`src/rtl/vft_pkg.sv`:
```
package vft_pkg;

    localparam int COARSE_W = 8;
    localparam int LINE_W   = 9;
    localparam int H_W      = 12;
    localparam int ADDR_W   = 8;
    localparam int DATA_W   = 9;

    localparam logic [ADDR_W-1:0] ADDR_MODE = 8'h00;
    localparam logic [ADDR_W-1:0] ADDR_VDLY = 8'h01;
    localparam logic [ADDR_W-1:0] ADDR_LDLY = 8'h06;

    localparam logic [LINE_W-1:0] LDLY_RESET = LINE_W'(170);

    typedef enum logic {
        FIELD_A = 1'b0,
        FIELD_B = 1'b1
    } field_e;

    typedef struct packed {
        logic [LINE_W-1:0]   line_dly;
        logic [COARSE_W-1:0] coarse;
        logic                filt_en;
        logic                inv;
    } cfg_t;

    function automatic cfg_t cfg_reset();
        cfg_t c;
        c.line_dly = LDLY_RESET;
        c.coarse   = '0;
        c.filt_en  = 1'b1;
        c.inv      = 1'b0;
        return c;
    endfunction

    function automatic field_e classify(logic [H_W-1:0] pos, logic [H_W-1:0] len);
        return (pos < (len >> 1)) ? FIELD_A : FIELD_B;
    endfunction

endpackage

```
`src/rtl/vft_sync.sv`:
```
module vft_sync #(
    parameter int STAGES = 2
) (
    input  logic clk,
    input  logic rst,
    input  logic d,
    output logic rise
);
    logic [STAGES:0] chain;

    always_ff @(posedge clk) begin
        if (rst) chain <= '0;
        else     chain <= {chain[STAGES-1:0], d};
    end

    assign rise = chain[STAGES-1] & ~chain[STAGES];
endmodule

```
`src/rtl/vft_regs.sv`:
```
module vft_regs import vft_pkg::*; (
    input  logic              clk,
    input  logic              rst,
    input  logic              wr_en,
    input  logic [ADDR_W-1:0] wr_addr,
    input  logic [DATA_W-1:0] wr_data,
    input  logic              load,
    output cfg_t              active
);
    cfg_t shadow;

    always_ff @(posedge clk) begin
        if (rst) begin
            shadow <= cfg_reset();
        end else if (wr_en) begin
            case (wr_addr)
                ADDR_MODE: begin
                    shadow.inv     <= wr_data[0];
                    shadow.filt_en <= wr_data[1];
                end
                ADDR_VDLY: shadow.coarse   <= wr_data[COARSE_W-1:0];
                ADDR_LDLY: shadow.line_dly <= wr_data[LINE_W-1:0];
                default: ;
            endcase
        end
    end

    always_ff @(posedge clk) begin
        if (rst)       active <= cfg_reset();
        else if (load) active <= shadow;
    end

    AST_CFG_HOLD: assert property (@(posedge clk) disable iff (rst)
        !load |=> $stable(active));
endmodule

```
`src/rtl/vft_vdelay.sv`:
```
module vft_vdelay #(
    parameter int COARSE_BITS = 8,
    parameter int SHIFT       = 7
) (
    input  logic                   clk,
    input  logic                   rst,
    input  logic                   vs_rise,
    input  logic [COARSE_BITS-1:0] coarse,
    output logic                   pulse
);
    localparam int CNT_W = COARSE_BITS + SHIFT;

    logic [CNT_W-1:0] cnt;
    logic             busy;

    always_ff @(posedge clk) begin
        if (rst) begin
            busy <= 1'b0;
            cnt  <= '0;
        end else if (vs_rise) begin
            busy <= 1'b1;
            cnt  <= CNT_W'(coarse) << SHIFT;
        end else if (busy) begin
            if (cnt == '0) busy <= 1'b0;
            else           cnt  <= cnt - CNT_W'(1);
        end
    end

    assign pulse = busy && (cnt == '0);

    AST_PULSE_SINGLE: assert property (@(posedge clk) disable iff (rst)
        pulse && !vs_rise |=> !pulse);
    AST_RESTART: assert property (@(posedge clk) disable iff (rst)
        vs_rise && (coarse != '0) |=> !pulse);
endmodule

```
`src/rtl/vft_timing.sv`:
```
module vft_timing import vft_pkg::*; (
    input  logic              clk,
    input  logic              rst,
    input  logic              hs_rise,
    input  logic              vdly_pulse,
    input  logic              filt_en,
    input  logic              inv,
    input  logic [LINE_W-1:0] line_dly,
    output logic              field_flag,
    output logic              vsync_out
);
    localparam int LC_W = LINE_W + 1;

    logic [H_W-1:0]  hcnt, line_len;
    field_e          raw_now;
    logic            raw_q, prev_raw, filt;
    logic [LC_W-1:0] lcnt;
    logic            armed;

    // horizontal position and measured line period
    always_ff @(posedge clk) begin
        if (rst) begin
            hcnt     <= '0;
            line_len <= '0;
        end else if (hs_rise) begin
            hcnt     <= '0;
            line_len <= hcnt + H_W'(1);
        end else if (hcnt != '1) begin
            hcnt <= hcnt + H_W'(1);
        end
    end

    assign raw_now = classify(hcnt, line_len);

    // field capture and alternation filter
    always_ff @(posedge clk) begin
        if (rst) begin
            raw_q    <= 1'b0;
            prev_raw <= 1'b0;
            filt     <= 1'b0;
        end else if (vdly_pulse) begin
            raw_q    <= logic'(raw_now);
            prev_raw <= logic'(raw_now);
            filt     <= (logic'(raw_now) == prev_raw) ? ~filt : logic'(raw_now);
        end
    end

    assign field_flag = (filt_en ? filt : raw_q) ^ inv;

    // line counter for the output sync
    always_ff @(posedge clk) begin
        if (rst) begin
            lcnt  <= '0;
            armed <= 1'b0;
        end else if (vdly_pulse) begin
            lcnt  <= '0;
            armed <= 1'b1;
        end else if (hs_rise && lcnt != '1) begin
            lcnt <= lcnt + LC_W'(1);
        end
    end

    assign vsync_out = armed && (lcnt == {1'b0, line_dly});

    AST_FIELD_HOLD: assert property (@(posedge clk) disable iff (rst)
        !vdly_pulse |=> $stable(field_flag));
    AST_FILTER_ALT: assert property (@(posedge clk) disable iff (rst)
        vdly_pulse && (logic'(raw_now) == prev_raw) |=> filt != $past(filt));
    AST_VOUT_RISE: assert property (@(posedge clk) disable iff (rst)
        $rose(vsync_out) |-> $past(hs_rise || vdly_pulse));
    AST_VOUT_FALL: assert property (@(posedge clk) disable iff (rst)
        $fell(vsync_out) |-> $past(hs_rise || vdly_pulse));
endmodule

```
`src/rtl/vsync_field_timer.sv`:
```
module vsync_field_timer import vft_pkg::*; #(
    parameter int SYNC_STAGES  = 2,
    parameter int COARSE_SHIFT = 7
) (
    input  logic              clk,
    input  logic              rst,
    input  logic              hsync_in,
    input  logic              vsync_in,
    input  logic              wr_en,
    input  logic [ADDR_W-1:0] wr_addr,
    input  logic [DATA_W-1:0] wr_data,
    output logic              vdly_pulse,
    output logic              field_flag,
    output logic              vsync_out
);
    localparam int N_SYNC = 2;

    logic [N_SYNC-1:0] pin_in, pin_rise;
    cfg_t              cfg;

    assign pin_in = {vsync_in, hsync_in};

    for (genvar g = 0; g < N_SYNC; g++) begin : g_sync
        vft_sync #(.STAGES(SYNC_STAGES)) u_sync (
            .clk  (clk),
            .rst  (rst),
            .d    (pin_in[g]),
            .rise (pin_rise[g])
        );
    end

    vft_regs u_regs (
        .clk     (clk),
        .rst     (rst),
        .wr_en   (wr_en),
        .wr_addr (wr_addr),
        .wr_data (wr_data),
        .load    (vdly_pulse),
        .active  (cfg)
    );

    vft_vdelay #(.COARSE_BITS(COARSE_W), .SHIFT(COARSE_SHIFT)) u_vdelay (
        .clk     (clk),
        .rst     (rst),
        .vs_rise (pin_rise[1]),
        .coarse  (cfg.coarse),
        .pulse   (vdly_pulse)
    );

    vft_timing u_timing (
        .clk        (clk),
        .rst        (rst),
        .hs_rise    (pin_rise[0]),
        .vdly_pulse (vdly_pulse),
        .filt_en    (cfg.filt_en),
        .inv        (cfg.inv),
        .line_dly   (cfg.line_dly),
        .field_flag (field_flag),
        .vsync_out  (vsync_out)
    );
endmodule

```
`config.mk`:
```
export PLATFORM = sky130hd
export DESIGN_NAME = vsync_field_timer
export DESIGN_NICKNAME = d
export VERILOG_FILES = /design/src/rtl/vft_pkg.sv /design/src/rtl/vft_sync.sv /design/src/rtl/vft_regs.sv /design/src/rtl/vft_vdelay.sv /design/src/rtl/vft_timing.sv /design/src/rtl/vsync_field_timer.sv
export SDC_FILE = /design/constraint.sdc
export NUM_CORES = 1
export LEC_CHECK = 0
export BUFFER_PORTS_ARGS = -buffer_cell sky130_fd_sc_hd__buf_2
export CORE_UTILIZATION = 55
export CTS_CLUSTER_DIAMETER = 30
export DETAILED_ROUTE_END_ITERATION = 6
export PLACE_DENSITY = 0.79
export SKIP_LAST_GASP = 1
export SLEW_MARGIN = 30
export SYNTH_ARGS = -nofsm -noshare
export SYNTH_HDL_FRONTEND = slang
export SYNTH_SLANG_ARGS = --single-unit
```
`constraint.sdc`:
```
create_clock -name clk -period 2.8 [get_ports clk]
set_input_delay 0.14 -clock clk [delete_from_list [all_inputs] [get_ports clk]]
set_output_delay 0.14 -clock clk [all_outputs]
set_load 0.01 [all_outputs]
```
==> qor.txt <==
core area: 7370 µm²
Logic pwr share: 11.2%
CTS buffer count: 9
post-synth net total: 515
top_reg_cell synth: dfxtp_1
Initial DRC Count: 76
Achievable Freq: 409.6 MHz
Final Max Slew Viols: 0
Die X: 90.01 µm
# rows: 31
total gr overflow: 0
Via density: 5.493
Leak: 1.751 nW
initial core utilization: 57.81%
Switch Pwr: 702.1 µW
Max VDD drop: 0.0004202 V
synth cell count leaders: dfxtp_1 (96), nor2_1 (58), nand2_1 (57)
root buffer cell: clkbuf_8
top-count cell post-synth: dfxtp_1
Reg clk slew, reported paths: 0.09 ns
clk_skew: 0.009022 ns
Seq cells post-synth: 96
clock latency at the later pin of the worst-skew pair: 0.35 ns
distinct cell type count after synthesis: 49
area of the mapped netlist: 4260 µm²
Fillers: 629
Layout area overhead: 10.31%
number of synthesized flops with an enable pin: 0
status: completed
switching share of power: 25.57%
area taken by multi-input logic gates: 2177 µm²
YS warnings: 0
Total Die Area: 8102 µm²
Final ANT Viol Nets: 0
final hold violations: 0
mean post-synth cell area: 8.894 µm²
Worst EP required: 3.00 ns
global-route wire length before repair: 13,730 µm
worst min path class: in2reg
IO Pins: 25
slew margin rel.: 56.18%
Buffers on Ports: 24
hold path cells: 2
largest net degree at the start of global routing: 37
worst slew pin tran: 0.6573 ns
Synth async-reset ratio: 0%
Yosys top cell by area: dfxtp_1
Int Power: 2.044 mW
register area share after synthesis: 45.11%
Placer Congestion: 0.8232
cell breakdown of the critical path: inv_1 -> ha_1 -> or4b_4 -> or4_1 -> nand4_1 -> xor2_1 -> a211oi_1
Largest stage delay, worst path: 0.70 ns
clock period minus worst slack: 2.441 ns
Critical Path Start Type: flip-flop
unrepaired setup endpoints after global routing: no
hpwl dp: 5737 µm
non-filler cells, final: 603
initial antenna violation count: 0
Remaining DRCs: 0
via count: 3,312
Setup Viol. Count Final: 0
CP max-delay cell: or4_1
vias in the first global route: 3,075
Max-Cap Viols: 0
H-tree depth: 3
clock buffer depth: 2
P per Cell Area: 584.3 nW/µm²
Final Cycle Share: 87.19%
First-pass DRT Iterations: 5
Setup CP Type: reg2reg
TNS Setup: 0 ns
Cells after Synth: 479
Post-CTS Setup Bufs: 0
R2R depth: 7
clock net sink count: 96
CTS tree: built
Synth area leaders: dfxtp_1 (45%), nor2_1 (5.1%), nand2_1 (5.0%)
dpl cells: 583
n_diodes: 0
Clk pwr share: 36.2%
largest fanout on the critical path: 9
Seq pwr share: 52.6%
CP endpoint kind: flip-flop
Synth top area share: 45.11%
Final nets: 535
Sequential cell area: 1922 µm²
Die H: 90.01 µm
Post-Route WL: 8186 µm
Crit path arrival time: 2.65 ns
total track usage: 20.86%
share of layout cells above drive strength 1: 10.52%
drt wl/cell: 13.58 µm
## through the flow
stage / util [%] / power, mW / hold slack [ns] / worst slack [ns] / area [µm²]
after floorplan: - / 1.711 / 0.2579 / 0.6487 / 4260
after global placement: 60.20 / 1.763 / 0.3515 / 0.4521 / 4437
after detailed placement: 60.20 / 1.776 / 0.3667 / 0.3979 / 4437
after CTS: 63.63 / 2.764 / 0.004355 / 0.3562 / 4690
after global routing: 63.77 / 2.864 / 0.01731 / 0.2061 / 4700
final: 63.77 / 2.746 / 0.009117 / 0.3586 / 4700
## cells by family (layout without fill, tap and decap cells)
| family | Yosys count | in the layout | synth area share [%] |
|---|---|---|---|
| AOI/OAI and AO/OA | 72 | 72 | 11.13 |
| buffers and inverters | 39 | 64 | 3.788 |
| DFF | 96 | 96 | 45.11 |
| and+or+nand+nor | 202 | 202 | 23.82 |
| muxes | 18 | 18 | 4.229 |
| adders and majority gates | 14 | 14 | 4.112 |
| xor gates and xnor gates | 38 | 38 | 7.812 |
## power groups by stage
stage,sequential [mW],clock [mW],combinational (mW)
final,1.44,0.994,0.308
after global routing,1.45,1.07,0.343
after CTS,1.44,1.01,0.308
after detailed placement,1.48,0,0.301
after global placement,1.47,0,0.290
after floorplan,1.46,0,0.248
## path summary, 6_finish.rpt
check	end	start	slack (ns)
worst max register to register	u_vdelay.cnt[10]	u_vdelay.cnt[0]	0.36
worst max-delay path	u_vdelay.cnt[10]	u_vdelay.cnt[0]	0.36
worst min register to register	g_sync[0].u_sync.chain[1]	g_sync[0].u_sync.chain[0]	0.45
worst min-delay path	g_sync[0].u_sync.chain[0]	hsync_in	0.009
## what timing repair did
action / in CTS / in global routing
hold buffers: 3 / 1
endpoints found under the hold margin: 3 / 1
gates resized for setup: 0 / 0
## flip-flops by register name (all words and copies together), names as in the netlist
register / flops
g_sync.u_sync.chain: 6
u_regs.active: 19
u_regs.shadow: 19
u_timing.armed: 1
u_timing.filt: 1
u_timing.hcnt: 12
u_timing.lcnt: 10
u_timing.line_len: 11
u_timing.prev_raw: 1
u_vdelay.busy: 1
u_vdelay.cnt: 15
## worst max-delay path: cells and delay by family, from the launching register on
kind	cells	cell delay [ns]
DFF	1	0.33
buffers and inverters	1	0.11
and+or+nand+nor	3	1.42
adders and majority gates	1	0.18
xor gates and xnor gates	1	0.17
AOI/OAI and AO/OA	1	0.09
## metal layers
| metal | track usage [%] | vias up | wire length [µm] |
|---|---|---|---|
| met3 | 5.415 | 7 | 273 |
| met5 | 0 | - | 0 |
| met4 | 6.452 | 0 | 75 |
| li1 | - | 1695 | - |
| met1 | 25.60 | 1548 | 3749 |
| met2 | 35.69 | 62 | 4087 |
## placed cells by master, fill, tap and decap left out, types with 2 or more instances in the layout
master / n
bufinv_16: 2
buf_2: 24
ha_1: 14
xor2_1: 17
dlygate4sd3_1: 4
nor2b_1: 13
buf_4: 5
mux2i_1: 18
nand3b_1: 8
o21ai_0: 2
nor3_1: 12
and3_1: 3
nand4_1: 7
o2111ai_1: 2
a211oi_1: 16
dfxtp_1: 96
nand4b_1: 2
clkbuf_8: 9
inv_6: 3
xnor2_1: 21
or3_1: 2
o311ai_1: 2
nor2_1: 58
nand3_1: 15
nor4_1: 2
a21oi_1: 35
nand2_1: 57
nand2b_1: 8
or4_1: 6
a211o_1: 4
inv_1: 15
## cell type report
class | instances | share of cell area [%]
Sequential cell | 96 | 40.89
Multi-Input combinational cell | 344 | 46.33
Inverter | 15 | 1.198
Clock buffer | 9 | 2.636
Clock inverter | 7 | 2.103
Timing Repair Buffer | 33 | 4.207
Tap cell | 99 | 2.636
Note: power is estimated with default switching activity, not from simulation.
